`src/rtl/rxf_pkg.sv`:
```
package rxf_pkg;
  localparam int CFG_SEL_W = 3;

  typedef enum logic [1:0] {
    LVL_NONE  = 2'b00,
    LVL_UNIBC = 2'b01,
    LVL_MCAST = 2'b10,
    LVL_ALL   = 2'b11
  } rxf_level_e;

  typedef struct packed {
    logic       partial;
    logic       en_runt;
    logic       en_rst;
    rxf_level_e level;
  } rxf_mode_t;
endpackage

```
`src/rtl/rxf_cfg_regs.sv`:
```
module rxf_cfg_regs
  import rxf_pkg::*;
#(
  parameter int ADDR_BYTES = 6
) (
  input  logic                          clk,
  input  logic                          rst_n,
  input  logic                          cfg_we,
  input  logic [CFG_SEL_W-1:0]          cfg_sel,
  input  logic [7:0]                    cfg_wdata,
  output logic [ADDR_BYTES-1:0][7:0]    sta_addr,
  output rxf_mode_t                     mode
);
  localparam logic [CFG_SEL_W-1:0] MODE_SEL = CFG_SEL_W'(ADDR_BYTES);

  for (genvar i = 0; i < ADDR_BYTES; i++) begin : g_sta
    logic byte_en;
    assign byte_en = cfg_we && (cfg_sel == CFG_SEL_W'(i));
    always_ff @(posedge clk or negedge rst_n) begin
      if (!rst_n)       sta_addr[i] <= '0;
      else if (byte_en) sta_addr[i] <= cfg_wdata;
    end
  end

  logic mode_en;
  assign mode_en = cfg_we && (cfg_sel == MODE_SEL);

  always_ff @(posedge clk or negedge rst_n) begin
    if (!rst_n)       mode <= '0;
    else if (mode_en) mode <= rxf_mode_t'(cfg_wdata[4:0]);
  end
endmodule

```
`src/rtl/rxf_addr_cmp.sv`:
```
module rxf_addr_cmp
  import rxf_pkg::*;
#(
  parameter int ADDR_BYTES = 6
) (
  input  logic                       clk,
  input  logic                       rst_n,
  input  logic                       sof,
  input  logic                       byte_vld,
  input  logic [7:0]                 byte_data,
  input  logic [ADDR_BYTES-1:0][7:0] sta_addr,
  input  logic                       partial,
  input  rxf_level_e                 level,
  output logic                       dest_done,
  output logic                       dest_hit
);
  localparam int CNT_W = (ADDR_BYTES > 1) ? $clog2(ADDR_BYTES) : 1;
  localparam logic [CNT_W-1:0] LAST = CNT_W'(ADDR_BYTES - 1);

  logic [CNT_W-1:0]      cnt_q, cnt_n;
  logic                  own_q, own_n, bc_q, bc_n, mc_q, mc_n;
  logic                  done_n, hit_n;
  logic [ADDR_BYTES-1:0] pos_eq;
  logic                  cur_eq, take;

  for (genvar i = 0; i < ADDR_BYTES; i++) begin : g_eq
    logic skip;
    assign skip      = partial && (i == ADDR_BYTES - 1);
    assign pos_eq[i] = (cnt_q == CNT_W'(i)) && (skip || byte_data == sta_addr[i]);
  end

  assign cur_eq = |pos_eq;
  assign take   = byte_vld && !dest_done;

  always_comb begin
    cnt_n  = cnt_q;
    own_n  = own_q;
    bc_n   = bc_q;
    mc_n   = mc_q;
    done_n = dest_done;
    hit_n  = dest_hit;
    if (sof) begin
      cnt_n  = '0;
      own_n  = 1'b1;
      bc_n   = 1'b1;
      mc_n   = 1'b0;
      done_n = 1'b0;
      hit_n  = 1'b0;
    end else if (take) begin
      own_n = own_q && cur_eq;
      bc_n  = bc_q && (byte_data == 8'hFF);
      if (cnt_q == '0) mc_n = byte_data[0];
      if (cnt_q == LAST) begin
        done_n = 1'b1;
        unique case (level)
          LVL_NONE:  hit_n = 1'b0;
          LVL_UNIBC: hit_n = own_n || bc_n;
          LVL_MCAST: hit_n = own_n || bc_n || mc_n;
          default:   hit_n = 1'b1;
        endcase
      end else begin
        cnt_n = cnt_q + 1'b1;
      end
    end
  end

  always_ff @(posedge clk or negedge rst_n) begin
    if (!rst_n) begin
      cnt_q     <= '0;
      own_q     <= 1'b0;
      bc_q      <= 1'b0;
      mc_q      <= 1'b0;
      dest_done <= 1'b0;
      dest_hit  <= 1'b0;
    end else begin
      cnt_q     <= cnt_n;
      own_q     <= own_n;
      bc_q      <= bc_n;
      mc_q      <= mc_n;
      dest_done <= done_n;
      dest_hit  <= hit_n;
    end
  end
endmodule

```
`src/rtl/rxf_decide.sv`:
```
module rxf_decide #(
  parameter int LEN_W   = 11,
  parameter int MIN_LEN = 64
) (
  input  logic             clk,
  input  logic             rst_n,
  input  logic             eof,
  input  logic [LEN_W-1:0] frame_len,
  input  logic             rst_pkt,
  input  logic             dest_done,
  input  logic             dest_hit,
  input  logic             en_runt,
  input  logic             en_rst,
  output logic             dec_vld,
  output logic             dec_accept,
  output logic             runt_evt,
  output logic             rstpkt_evt
);
  localparam logic [LEN_W-1:0] MIN_L = LEN_W'(MIN_LEN);

  logic addr_ok, is_short, vld_n, acc_n, runt_n, rp_n;

  always_comb begin
    addr_ok  = dest_done && dest_hit;
    is_short = frame_len < MIN_L;
    vld_n    = eof;
    acc_n    = eof && addr_ok && (!is_short || en_runt) && (!rst_pkt || en_rst);
    runt_n   = eof && addr_ok && is_short && !en_runt;
    rp_n     = acc_n && rst_pkt;
  end

  always_ff @(posedge clk or negedge rst_n) begin
    if (!rst_n) begin
      dec_vld    <= 1'b0;
      dec_accept <= 1'b0;
      runt_evt   <= 1'b0;
      rstpkt_evt <= 1'b0;
    end else begin
      dec_vld    <= vld_n;
      dec_accept <= acc_n;
      runt_evt   <= runt_n;
      rstpkt_evt <= rp_n;
    end
  end
endmodule

```
`src/rtl/rx_dest_filter.sv`:
```
module rx_dest_filter
  import rxf_pkg::*;
#(
  parameter int ADDR_BYTES = 6,
  parameter int LEN_W      = 11,
  parameter int MIN_LEN    = 64
) (
  input  logic             clk,
  input  logic             rst_n,
  input  logic             cfg_we,
  input  logic [2:0]       cfg_sel,
  input  logic [7:0]       cfg_wdata,
  input  logic             rx_sof,
  input  logic             rx_vld,
  input  logic [7:0]       rx_data,
  input  logic             rx_eof,
  input  logic [LEN_W-1:0] rx_len,
  input  logic             rx_rst_pkt,
  output logic             dec_vld,
  output logic             dec_accept,
  output logic             runt_evt,
  output logic             rstpkt_evt
);
  logic                       sync1_q, rst_sync_n;
  logic [ADDR_BYTES-1:0][7:0] sta_addr;
  rxf_mode_t                  mode;
  logic                       dest_done, dest_hit;

  always_ff @(posedge clk or negedge rst_n) begin
    if (!rst_n) begin
      sync1_q    <= 1'b0;
      rst_sync_n <= 1'b0;
    end else begin
      sync1_q    <= 1'b1;
      rst_sync_n <= sync1_q;
    end
  end

  rxf_cfg_regs #(.ADDR_BYTES(ADDR_BYTES)) u_cfg (
    .clk(clk), .rst_n(rst_sync_n), .cfg_we(cfg_we), .cfg_sel(cfg_sel),
    .cfg_wdata(cfg_wdata), .sta_addr(sta_addr), .mode(mode)
  );

  rxf_addr_cmp #(.ADDR_BYTES(ADDR_BYTES)) u_cmp (
    .clk(clk), .rst_n(rst_sync_n), .sof(rx_sof), .byte_vld(rx_vld),
    .byte_data(rx_data), .sta_addr(sta_addr), .partial(mode.partial),
    .level(mode.level), .dest_done(dest_done), .dest_hit(dest_hit)
  );

  rxf_decide #(.LEN_W(LEN_W), .MIN_LEN(MIN_LEN)) u_dec (
    .clk(clk), .rst_n(rst_sync_n), .eof(rx_eof), .frame_len(rx_len),
    .rst_pkt(rx_rst_pkt), .dest_done(dest_done), .dest_hit(dest_hit),
    .en_runt(mode.en_runt), .en_rst(mode.en_rst), .dec_vld(dec_vld),
    .dec_accept(dec_accept), .runt_evt(runt_evt), .rstpkt_evt(rstpkt_evt)
  );
endmodule

```
`config.mk`:
```
export PLATFORM = sky130hd
export DESIGN_NAME = rx_dest_filter
export DESIGN_NICKNAME = d
export VERILOG_FILES = /design/src/rtl/rxf_pkg.sv /design/src/rtl/rxf_cfg_regs.sv /design/src/rtl/rxf_addr_cmp.sv /design/src/rtl/rxf_decide.sv /design/src/rtl/rx_dest_filter.sv
export SDC_FILE = /design/constraint.sdc
export NUM_CORES = 1
export LEC_CHECK = 0
export BUFFER_PORTS_ARGS = -buffer_cell sky130_fd_sc_hd__buf_2
export CAP_MARGIN = 10
export CELL_PAD_IN_SITES_DETAIL_PLACEMENT = 1
export CELL_PAD_IN_SITES_GLOBAL_PLACEMENT = 1
export CORE_MARGIN = 10
export CORE_UTILIZATION = 25
export CTS_BUF_LIST = sky130_fd_sc_hd__clkbuf_4
export DETAILED_ROUTE_END_ITERATION = 8
export GPL_TIMING_DRIVEN = 0
export PLACE_DENSITY_LB_ADDON = 0.1
export SLEW_MARGIN = 20
export SYNTH_ARGS = -nofsm -noshare
export SYNTH_HDL_FRONTEND = slang
export SYNTH_SLANG_ARGS = --single-unit
```
`constraint.sdc`:
```
create_clock -name clk -period 2 [get_ports clk]
set_clock_uncertainty 0.2 [all_clocks]
set_input_delay 0.1 -clock clk [delete_from_list [all_inputs] [get_ports clk]]
set_output_delay 0.1 -clock clk [all_outputs]
set_load 0.05 [all_outputs]
```
=== Word level (Yosys, flattened, before mapping) ===
Index checks and enable logic that the tools add are counted.
Widths: inputs -> output; s select.

* Add/subtract/negate cells: 1
* Order comparisons: 1
* Equality and inequality tests: 21
* Multiplexer cells: 19
* Reductions and logical operators: 40

{| class="wikitable"
|+ Operators by type and width
! operator !! number
|-
| $eq 8x8->1 || 6
|-
| $logic_and 1x1->1 || 23
|-
| $eq 3x3->1 const B || 5
|-
| $mux 1 || 15
|-
| $eq 3x2->1 const B || 4
|-
| $lt 11x7->1 const B || 1
|-
| $mux 3 || 3
|-
| $eq 8x8->1 const B || 1
|-
| $eq 3x1->1 const B || 2
|-
| $logic_not 3->1 || 2
|-
| $reduce_or 6->1 || 1
|-
| $logic_or 1x1->1 || 5
|-
| $logic_not 1->1 || 4
|-
| $reduce_and 2->1 || 2
|-
| $reduce_bool 2->1 || 2
|-
| $add 3x1->3 const B || 1
|-
| $pmux 1 s3 || 1
|-
| $eq 2x1->1 const B || 1
|-
| $eq 2x2->1 const B || 1
|-
| $logic_not 2->1 || 1
|-
| $ne 2x2->1 const B || 1
|}

* Register bits: 67
* Input port bits: 37
* Output and inout port bits: 4
* Logic and storage cells: 104

=== Logic depth before layout (Yosys ltp) ===
Gate-level depths: netlist (run 1).

* Depth in word-level cells: 11
* Gate-level depth with buffers: 7
* Depth with buffers taken out: 7

=== Cells and area by module ===
From an unflattened synthesis (run 1), not the netlist that was laid out.

* Cells, all modules: 262
* Area, all modules: 3,438.3 um^2

{| class="wikitable"
|+ By module, submodules not included
! module !! times used !! cells each !! area an instance (um^2) !! seq. area each (um^2)
|-
| rxf_cfg_regs || 1 || 117 || 2,049.5 || 1,326.3
|-
| rxf_addr_cmp || 1 || 130 || 1,164.9 || 200.2
|-
| rxf_decide || 1 || 12 || 170.2 || 100.1
|-
| rx_dest_filter || 1 || 3 || 53.8 || 50.0
|}

=== Least setup slack after synthesis (run 1) ===
Ideal clock, no wire load.

* Path kind: register to register
* Start: register u_cmp.cnt_q[0]
* End: register u_cmp.dest_hit
* Library setup time: 129 ps
* Arrival time: 1,423 ps
* Data required time: 1,671 ps
* Slack: 247 ps
* Stages on the path, launching flop included: 8
* Path buffers: 0
* Period minus slack after synthesis: 1,753 ps
* Cells stage by stage: dfrtp_1 > inv_1 > ha_1 > nand2_1 > mux2_2 > o21a_1 > o21ai_0 > nand3_1

* Cells in the longest elaborated chain, start to end: 10
* Elaborated cells on any way between the ends: 25
* Those cells by class: eq/ne: 5; mux: 7; reduce/logical: 13

{| class="wikitable"
|+ RTL lines
! what !! RTL line !! source
|-
| start: declaration || rxf_addr_cmp.sv:20 || <nowiki>logic [CNT_W-1:0] cnt_q, cnt_n;</nowiki>
|-
| start signal: assignment || rxf_addr_cmp.sv:76 || <nowiki>cnt_q <= cnt_n;</nowiki>
|-
| $eq 3x1->1, or another cell as far along || rxf_addr_cmp.sv:29 || <nowiki>assign pos_eq[i] = (cnt_q == CNT_W'(i)) && (skip || byte_data == sta_addr[i]);</nowiki>
|-
| $logic_and 1x1->1 || rxf_addr_cmp.sv:29 ||
|-
| $reduce_or 6->1 || rxf_addr_cmp.sv:32 || <nowiki>assign cur_eq = |pos_eq;</nowiki>
|-
| $logic_and 1x1->1 || rxf_addr_cmp.sv:50 || <nowiki>own_n = own_q && cur_eq;</nowiki>
|-
| $logic_or 1x1->1 || rxf_addr_cmp.sv:57, rxf_addr_cmp.sv:58 ||
|-
| $logic_or 1x1->1 || rxf_addr_cmp.sv:58 || <nowiki>LVL_MCAST: hit_n = own_n || bc_n || mc_n;</nowiki>
|-
| $pmux 1 s3 || rxf_addr_cmp.sv:55 || <nowiki>unique case (level)</nowiki>
|-
| $mux 1 || rxf_addr_cmp.sv:53 || <nowiki>if (cnt_q == LAST) begin</nowiki>
|-
| $mux 1 || rxf_addr_cmp.sv:49 || <nowiki>end else if (take) begin</nowiki>
|-
| $mux 1 || rxf_addr_cmp.sv:42 || <nowiki>if (sof) begin</nowiki>
|-
| end signal: assignment || rxf_addr_cmp.sv:81 || <nowiki>dest_hit <= hit_n;</nowiki>
|-
| end: declaration || rxf_addr_cmp.sv:15 || <nowiki>output logic dest_hit</nowiki>
|}

Parallel ways exist; a longest one is shown, timed or not. The select of a mux whose other input is x is not followed.
A chain may end at the register's enable or synchronous reset.

=== Worst setup path in the final report (run 1) ===
* Start: register u_cmp.cnt_q[0]
* End: register u_cmp.mc_q

* Cells in the longest elaborated chain, start to end: 6

{| class="wikitable"
|+ RTL lines
! what !! RTL line !! source
|-
| $logic_not 3->1 || rxf_addr_cmp.sv:52 || <nowiki>if (cnt_q == '0) mc_n = byte_data[0];</nowiki>
|-
| $mux 1 || rxf_addr_cmp.sv:52 ||
|-
| $mux 1 || rxf_addr_cmp.sv:49 ||
|-
| $mux 1 || rxf_addr_cmp.sv:42 ||
|-
| $mux 1 || rxf_addr_cmp.sv:49 ||
|-
| $mux 1 || rxf_addr_cmp.sv:42 ||
|-
| end signal: assignment || rxf_addr_cmp.sv:79 || <nowiki>mc_q <= mc_n;</nowiki>
|-
| end: declaration || rxf_addr_cmp.sv:21 || <nowiki>logic own_q, own_n, bc_q, bc_n, mc_q, mc_n;</nowiki>
|}

No other way between the ends. The select of a mux whose other input is x is not followed.

==> results of run 1 <==
[per-layer routing]
metal / track usage, % / vias to the layer above / share of wire (%) / wire length, µm
li1: - / 1025 / - / -
met1: 13.3 / 1075 / 47 / 4160
met2: 15.9 / 36 / 47 / 4180
met3: 3.84 / 8 / 5.1 / 449
met4: 2.69 / 0 / 0.94 / 83
met5: 0 / - / 0 / 0
[layout by cell type (no fill, tap or decap), types with 5 or more instances in the layout]
master	Yosys	routed
dfrtp_1	67	66
mux2_2	54	54
xor2_1	26	26
buf_2	2	25
xnor2_1	23	23
dlygate4sd3_1	0	22
clkbuf_4	0	12
nand3_1	8	8
nor2_1	7	7
nor4_1	8	7
buf_6	6	6
nand2_1	6	5
ha_1	5	5
[through the flow]
stage	worst slack, ns	cell area (µm²)
floorplan	0.247	3360
global placement	0.0238	3690
detailed placement	0.0126	3720
CTS	0.0248	4060
global route	0.00140	4070
finish	0.0968	4070
[power by group]
group | switching, W | internal (W)
combinational | 0.000321 | 0.000424
sequential | 0.000168 | 0.00160
clock | 0.000503 | 0.000287
[timing repair]
action	CTS	global route
setup buffers	0	1
resized for setup	1	4
hold endpoints to repair	67	0
endpoints found under the setup margin	1	3
hold buffers	22	0
[logic make-up (layout without fill, tap and decap cells)]
family / after synthesis / after routing / synth area share (%)
compound gates: 15 / 15 / 3.06
mux: 55 / 55 / 18.4
buf+inv: 15 / 78 / 3.84
other cells: 1 / 1 / 0.112
flops: 67 / 67 / 50.0
simple gates: 54 / 54 / 9.92
fa+ha+maj: 5 / 5 / 1.86
xor+xnor: 49 / 49 / 12.8
[flip-flops by register name, indices dropped and copies added (netlist names)]
signal / flops
u_cmp.cnt_q: 3
u_dec.rstpkt_evt: 1
rst_sync_n: 1
u_cmp.dest_done: 1
u_cmp.own_q: 1
u_cfg.sta_addr: 48
u_dec.dec_accept: 1
sync1_q: 1
u_cmp.mc_q: 1
u_dec.dec_vld: 1
u_cmp.bc_q: 1
u_dec.runt_evt: 1
u_cmp.dest_hit: 1
u_cfg.mode: 5
[area by class of cell]
class	count	share of cell area [%]
flip-flops and latches	67	41.3
multi-input cells	179	38.4
repair buffers	47	9.10
well taps	176	5.41
plain buffers	12	2.89
clock buffers	12	2.21
clock inverters	4	0.430
inverters	3	0.277
[worst register-to-register path: cells and delay by family, from the launching register on]
family | cells | cell delay [ns]
buffers and inverters | 2 | 0.64
DFF | 1 | 0.43
and+or+nand+nor | 3 | 0.28
adders and majority gates | 1 | 0.18
AOI/OAI and AO/OA | 1 | 0.12
[how the worst min path moves through the flow]
| stage | startpoint | end | slack (ns) | cells past startpoint |
|---|---|---|---|---|
| 2_1_floorplan | rst_n | rst_sync_n | -0.40 | 0 |
| 3_3_place_gp | rst_n | sync1_q | -0.31 | 1 |
| 3_5_place_dp | rst_n | sync1_q | -0.31 | 1 |
| 4_1_cts | cfg_sel[0] | u_cfg.sta_addr[21] | 0.008 | 3 |
| 5_1_grt | cfg_sel[0] | u_cfg.sta_addr[21] | 0.009 | 3 |
| 6_report | rst_sync_n | u_cfg.sta_addr[34] | 0.04 | 0 |
==> results by group, run 1 <==
Global routing
  – First-pass GRT wire length: 14100 µm
  – Initial antenna violation count: 0
  – Total track usage: 10.3%
  – Largest net degree at the start of global routing: 43
  – Vias in the first global route: 2317
  – GRT overflow: 0

Layout
  – Antenna cells: 0
  – Core Util, Final: 30.9%
  – Total Nets Final: 361
  – Area of the multi-input gates: 1560 µm²
  – Reg area: 1680 µm²
  – Layout cells sized above 1: 36.1%
  – Fin cells: 500
  – Area added between synthesis and finish: 21.3%
  – Fillers: 1449

STA
  – Slew margin rel.: 40.2%
  – Final period util: 95.2%
  – Setup TNS: 0 ns
  – Fin. max-slew vios: 0
  – Final hold violations: 0
  – Min cycle time layout: 1.90 ns
  – RSZ-0062 raised after global routing: no
  – Worst-Margin Slew: 0.892 ns
  – Final Setup Violations: 0
  – Fmax: 0.525 GHz
  – Worst Hold Slack: 0.0370 ns

Routing
  – Post-DR vias/cell: 4.29
  – Vias: 2144
  – Final ANT Viol Nets: 0
  – Avg WL per Cell: 17.7 µm
  – Residual DRC: 0
  – Iteration-0 DRC Markers: 109
  – WL final: 8870 µm
  – DRT Pass-1 Iters: 4

Critical path
  – WS Path Type: reg2reg
  – CP cell instances: inv_2, ha_1, nand2_2, nor2_1, nand2_1, a21oi_1, dlygate4sd3_1
  – Reg-to-reg endpoint: u_cmp.mc_q
  – CP Max Fanout: 4
  – Worst setup SP type: flop
  – Slowest cell on crit path: dlygate4sd3_1
  – Worst Path Buf+Inv: 2
  – Register-to-register setup slack: 0.1 ns
  – Crit path largest cell delay: 0.55 ns
  – Critical Path RT: 2.17 ns
  – Worst path top cell family by delay: buffers and inverters
  – Depth of the most critical reg-to-reg path: 7
  – Crit. path cell count: 7
  – CP Capture Type: flop
  – Worst Setup EP: u_cmp.mc_q
  – Reg2reg start: u_cmp.cnt_q[0]
  – Worst path arrival time: 2.07 ns
  – Critical path origin: u_cmp.cnt_q[0]

Logic synthesis
  – Area contributors post-synth: dfrtp_1 50%, mux2_2 18%, xor2_1 6.8%, xnor2_1 6.0%, buf_6 2.0%
  – Post-synth top cells: 67 x dfrtp_1, 54 x mux2_2, 26 x xor2_1
  – Async S/R FF share, synth: 100%
  – Syn Inst Count: 261
  – Top-area cell type share of the netlist area: 50.0%
  – Ys Warns: 0
  – Top-count cell post-synth: dfrtp_1
  – Syn_area_per_cell: 12.9 µm²
  – Area of the mapped netlist: 3350 µm²
  – Number of distinct library cells after synthesis: 38
  – #FFs+latches synth: 67
  – Fraction of the yosys area taken by sequential cells: 50.0%
  – Post-Synthesis Net Count: 303
  – Area leader, netlist: dfrtp_1
  – EDFF count, synth: 0
  – Synth Flop Type: dfrtp_1

Pwr
  – Worst vdd ir: 357 µV
  – Pwr per Cell Area: 812 nW/µm²
  – PnR Total Power: 0.00330 W
  – P_leak: 1.72 nW

Clock tree
  – CTS Root Cell: clkbuf_4
  – Clock latency on the worst-skew pair: 0.43 ns
  – CTS Buf Count: 9
  – CTS Buffer Depth: 2
  – CTS sink cnt: 67
  – Clk slew on worst S/H paths: 0.11 ns
  – H-tree depth: 3
  – CTS tree: yes

Floorplanning
  – Die X: 136 µm
  – Die H: 136 µm
  – IO Pins: 41
  – Cell Rows: 42
  – Initial core utilization: 25.4%
  – Core Box Area: 13200 µm²
  – Die area: 18500 µm²

Placement
  – Number of port buffers: 23
  – Post-placement cell count: 461
  – HPWL Detailed: 6230 µm
  – GPL Wtd Cong: 0.734

Job
  – Max-Cap Viols: 0

Outcome
  – Status: finished clean

Hold path
  – Worst hold path type: reg2async
No activity file was read; power rests on OpenSTA's default activity.
==> inputs of run 2 (changes only) <==
- CORE_UTILIZATION: 25 -> 44
==> run 2 against run 1 <==
Effect of this change:
- hold slack worse by 0.021 ns
- clock power is 4.8% lower
- count of clock-buffer cells in the layout is 2 lower
- die area is 38% lower
- critical endpoint is now u_cmp.dest_hit
- flip-flop and latch count stayed put
- sequential share of layout area is 1.3 points higher
- critical path depth stayed put
- routed wire length is 11% lower
- first-iteration DRC count is 47% lower
- fmax is 0.84% higher
- power is 1.3% lower
==> results by group, run 2 (synthesized netlist as in run 1, its figures left out) <==
Routing
  – Residual DRC: 0
  – Avg WL per Cell: 18.8 µm
  – WL final: 7910 µm
  – DRT Pass-1 Iters: 4
  – Final ANT Viol Nets: 0
  – Iteration-0 DRC Markers: 58
  – Vias: 2158
  – Post-DR vias/cell: 5.13

Pwr
  – Pwr per Cell Area: 827 nW/µm²
  – P_leak: 1.69 nW
  – PnR Total Power: 0.00326 W
  – Worst vdd ir: 422 µV

Global routing
  – Vias in the first global route: 2400
  – Total track usage: 14.9%
  – First-pass GRT wire length: 13000 µm
  – Largest net degree at the start of global routing: 41
  – GRT overflow: 0
  – Initial antenna violation count: 0

Layout
  – Commonest non-fill, non-tap cell in the layout: dfrtp_1
  – Biggest regs: u_cfg.sta_addr: 48 flops, u_cfg.mode: 5 flops, u_cmp.cnt_q: 3 flops
  – Fin cells: 421
  – Core Util, Final: 53.8%
  – Antenna cells: 0
  – Most flop-heavy register: u_cfg.sta_addr
  – Layout cells sized above 1: 36.0%
  – Commonest non-fill, non-tap cells in the layout: 66 x dfrtp_1, 54 x mux2_2, 26 x xor2_1
  – Area added between synthesis and finish: 17.5%
  – Largest register FFs: 48
  – Total Nets Final: 359

Placement
  – Post-placement cell count: 384
  – Worst slack at placement: 0.0267 ns
  – Number of port buffers: 23
  – HPWL Detailed: 5640 µm
  – GPL Wtd Cong: 0.769

Clock tree
  – CTS Buffer Depth: 2
  – CTS Buf Count: 9
  – CTS tree: yes
  – CTS Root Cell: clkbuf_4
  – CTS sink cnt: 67
  – Clock latency on the worst-skew pair: 0.41 ns
  – Clk slew on worst S/H paths: 0.12 ns
  – H-tree depth: 3

Floorplanning
  – Die area: 11500 µm²
  – Die H: 107 µm
  – IO Pins: 41
  – Initial core utilization: 45.8%
  – Die X: 107 µm
  – Cell Rows: 31
  – Core Box Area: 7330 µm²

STA
  – Final Setup Violations: 0
  – Worst-Margin Slew: 0.890 ns
  – Setup TNS: 0 ns
  – Fmax: 0.530 GHz
  – Slew margin rel.: 40.4%
  – Setup ws final: 0.113 ns
  – Final period util: 94.4%
  – Min cycle time layout: 1.89 ns
  – Final hold violations: 0
  – RSZ-0062 raised after global routing: no
  – Fin. max-slew vios: 0

Outcome
  – Status: finished clean

Critical path
  – Worst setup SP type: flop
  – Critical Path RT: 2.09 ns
  – Slowest cell on crit path: dfrtp_1
  – Worst path top cell family by delay: flip-flops
  – Worst Path Buf+Inv: 1
  – Register-to-register setup slack: 0.11 ns
  – CP cell instances: inv_1, ha_2, nand2_2, mux2_2, o21a_1, o21ai_0, nand3_1
  – CP Capture Type: flop
  – CP Max Fanout: 4
  – Worst path arrival time: 1.98 ns
  – Crit path largest cell delay: 0.40 ns
  – WS Path Type: reg2reg

Hold path
  – Worst hold path type: in2reg

Job
  – Max-Cap Viols: 0
## run 2: cell count changes in the layout (fill, tap and decap cells not counted), sizes merged
cell / previous run / this run
clkbuf: 15 / 13
clkinvlp: 0 / 2
dlygate4sd3: 22 / 20
## run 2: where the power goes
group | total, W | switching, W | internal, W
Sequential | 0.00178 | 0.000177 | 0.00160
Clock | 0.000751 | 0.000494 | 0.000257
Combinational | 0.000731 | 0.000311 | 0.000420
Total | 0.00326 | 0.000982 | 0.00228
## run 2: repair_timing
action | CTS | global route
endpoints found under the hold margin | 67 | 0
setup buffers | 0 | 1
hold buffers | 20 | 0
pin swaps | 0 | 1
resized for setup | 1 | 2
setup endpoints to repair | 1 | 2
## run 2: stage by stage
| stage | hold slack [ns] | instance area (µm²) |
|---|---|---|
| 2_1_floorplan | -0.396 | 3360 |
| 3_3_place_gp | -0.315 | 3590 |
| 3_5_place_dp | -0.314 | 3620 |
| 4_1_cts | 0.00842 | 3930 |
| 5_1_grt | 0.0231 | 3940 |
| 6_report | 0.0161 | 3940 |
## run 2: final timing paths
path,from,endpoint,depth (start not counted)
worst max-delay path,u_cmp.cnt_q[0],u_cmp.dest_hit,7
worst min-delay path,rx_data[7],u_cmp.dest_hit,5
worst max register to register,u_cmp.cnt_q[0],u_cmp.dest_hit,7
worst min register to register,rst_sync_n,u_cfg.sta_addr[5],0
min in group asynchronous,rst_sync_n,u_cfg.sta_addr[5],0
max in group asynchronous,rst_sync_n,u_dec.runt_evt,1
## run 2: final cells by class
class | instances | area, µm²
multi-input combinational | 179 | 1560
buffer | 12 | 118
sequential | 67 | 1680
clock buffer | 10 | 75.1
fill | 750 | 3390
clock inverter | 6 | 32.5
tap | 99 | 124
inverter | 3 | 11.3
timing repair buffer | 45 | 343
## run 2: per-layer routing
layer  GRT usage, %  vias to the layer above  routed length (µm)
li1               -                     1021                   -
met1           18.8                     1104                3670
met2           23.8                       27                3870
met3           4.37                        6                 298
met4           4.64                        0                  80
met5              0                        -                   0
## run 2: worst register-to-register path, cell delays in order (launching register included)
cell and delay (ns):
dfrtp_1 0.40, inv_1 0.10, ha_2 0.21, nand2_2 0.11, mux2_2 0.34, o21a_1 0.16, o21ai_0 0.15, nand3_1 0.10
==> inputs of run 3 (changes only) <==
- HOLD_SLACK_MARGIN: default -> 0.15
- clock period: 2 -> 1.59 ns (I/O delays scaled with it)
==> run 3 against run 2 <==
Effect of this change:
- the flow now finishes with violations (hold timing, setup timing)
- setup slack lost 0.32 ns
- register-to-register slack worse by 0.32 ns
- non-clock buffer count rose by 9
- critical endpoint is now u_cfg.sta_addr[38]
- largest cell class unchanged
==> results by group, run 3 (synthesized netlist as in run 1, its figures left out) <==
Outcome
  – Status: finished with violations
  – Failing checks: hold timing, setup timing

Floorplanning
  – Die area: 11500 µm²
  – Die H: 107 µm
  – Core Box Area: 7330 µm²
  – Die X: 107 µm
  – Cell Rows: 31
  – IO Pins: 41
  – Initial core utilization: 45.8%

STA
  – Final Setup Violations: 10
  – RSZ-0062 raised after global routing: yes
  – Worst-Margin Slew: 0.874 ns
  – Slew margin rel.: 41.4%
  – Final period util: 113%
  – Fmax: 0.558 GHz
  – Worst Hold Slack: -0.0425 ns
  – Final hold violations: 1
  – Setup TNS: -1.88 ns
  – Fin. max-slew vios: 0
  – Setup ws final: -0.203 ns
  – Min cycle time layout: 1.79 ns

Routing
  – DRT Pass-1 Iters: 4
  – Vias: 2222
  – Post-DR vias/cell: 5.17
  – Final ANT Viol Nets: 0
  – Avg WL per Cell: 19.7 µm
  – Met2 WL: 4270 µm
  – Uppermost layer routed: met4
  – Wire length on met1: 3790 µm
  – Residual DRC: 0
  – WL final: 8460 µm
  – Met3 wire len: 277 µm
  – Iteration-0 DRC Markers: 108

Pwr
  – P_leak: 1.78 nW
  – Worst vdd ir: 545 µV
  – Pwr per Cell Area: 1090 nW/µm²

Clock tree
  – CTS Root Cell: clkbuf_4
  – CTS tree: yes
  – CTS Buffer Depth: 2
  – Clk slew on worst S/H paths: 0.12 ns
  – Clock latency on the worst-skew pair: 0.43 ns
  – CTS Buf Count: 9
  – CTS sink cnt: 67
  – H-tree depth: 3

Job
  – Max-Cap Viols: 0

Critical path
  – Worst path arrival time: 1.90 ns
  – WS Path Type: in2reg
  – Reg2reg start: u_cmp.cnt_q[1]
  – Register-to-register setup slack: -0.20 ns
  – CP Capture Type: flop
  – CP Max Fanout: 8
  – Critical Path RT: 1.70 ns
  – Depth of the most critical reg-to-reg path: 7
  – Reg-to-reg endpoint: u_cmp.dest_hit
  – Worst setup SP type: input pin

Layout
  – Most flop-heavy register: u_cfg.sta_addr
  – Commonest non-fill, non-tap cells in the layout: 66 x dfrtp_1, 54 x mux2_2, 27 x dlygate4sd3_1
  – Total Nets Final: 368
  – Area added between synthesis and finish: 24.6%
  – Antenna cells: 0
  – Layout cells sized above 1: 40.8%
  – Biggest regs: u_cfg.sta_addr: 48 flops, u_cfg.mode: 5 flops, u_cmp.cnt_q: 3 flops
  – Fin cells: 430
  – Core Util, Final: 57.0%
  – Commonest non-fill, non-tap cell in the layout: dfrtp_1
  – Largest register FFs: 48

Global routing
  – GRT overflow: 0
  – Largest net degree at the start of global routing: 48
  – First-pass GRT wire length: 13500 µm
  – Total track usage: 15.5%
  – Initial antenna violation count: 0
  – Vias in the first global route: 2439

Hold path
  – Worst hold path type: in2reg
  – Worst Hold End: u_dec.dec_accept
  – Hold Crit Depth: 3
  – Min-delay src: rx_len[8]

Placement
  – HPWL Detailed: 5600 µm
  – Number of port buffers: 23
  – GPL Wtd Cong: 0.732
  – Post-placement cell count: 384
run 3: changes by cell type in the layout (fill, tap and decap cells not counted), sizes merged:
cell         previous run  this run
dlygate4sd3            20        27
clkbuf                 13        14
clkinvlp                2         1
clkinv                  4         2
bufinv                  0         2
buf                    34        36
run 3: what timing repair did:
| item | 4_1_cts | 5_1_grt |
|---|---|---|
| setup endpoints to repair | 4 | 6 |
| buffers inserted | 1 | 2 |
| endpoints found under the hold margin | 85 | 55 |
| resized for setup | 5 | 9 |
| pin swaps | 4 | 2 |
| hold buffers | 26 | 1 |
run 3: cell type report:
type	instances	area, µm²
plain buffers	12	118
well taps	99	124
clock buffers	11	82.6
flip-flops and latches	67	1680
repair buffers	54	435
fillers	750	3150
inverters	3	11.3
clock inverters	5	77.6
multi-input cells	179	1650
run 3: how the worst max path moves through the flow:
stage | from | endpoint | slack [ns] | cells past startpoint
after floorplan | u_cmp.cnt_q[0] | u_cmp.dest_hit | -0.04 | 7
after global placement | cfg_sel[2] | u_cfg.sta_addr[3] | -0.27 | 4
after detailed placement | cfg_sel[2] | u_cfg.sta_addr[2] | -0.29 | 4
after CTS | u_cmp.cnt_q[1] | u_cmp.own_q | -0.19 | 7
after global routing | u_cmp.cnt_q[0] | u_cmp.dest_hit | -0.30 | 7
final | cfg_sel[2] | u_cfg.sta_addr[38] | -0.20 | 5
run 3: worst max-delay path, cell delays in order:
cell,delay (ns)
buf_2,0.10
dlygate4sd3_1,0.57
nand2_1,0.07
nor3_2,0.66
mux2_2,0.42
run 3: routing by layer:
layer | track usage, % | vias to the layer above
met5 | 0 | -
met4 | 6.09 | 0
met3 | 3.89 | 9
met2 | 25.0 | 32
met1 | 19.3 | 1139
li1 | - | 1042
run 3: metrics by stage:
stage                     power (W)  instance area (µm²)  setup slack, ns  hold WS (ns)
after CTS                   0.00457                 4100           -0.194       -0.0846
after global routing        0.00482                 4180           -0.305       -0.0656
after global placement      0.00313                 3620           -0.266        -0.335
after detailed placement    0.00318                 3650           -0.287        -0.333
final                       0.00456                 4180           -0.203       -0.0425
after floorplan             0.00291                 3380          -0.0436        -0.416
run 3: power breakdown:
part           internal, W  switching [W]  total, W
clock             0.000668       0.000646   0.00131
combinational     0.000573       0.000434   0.00101
sequential         0.00202       0.000226   0.00224
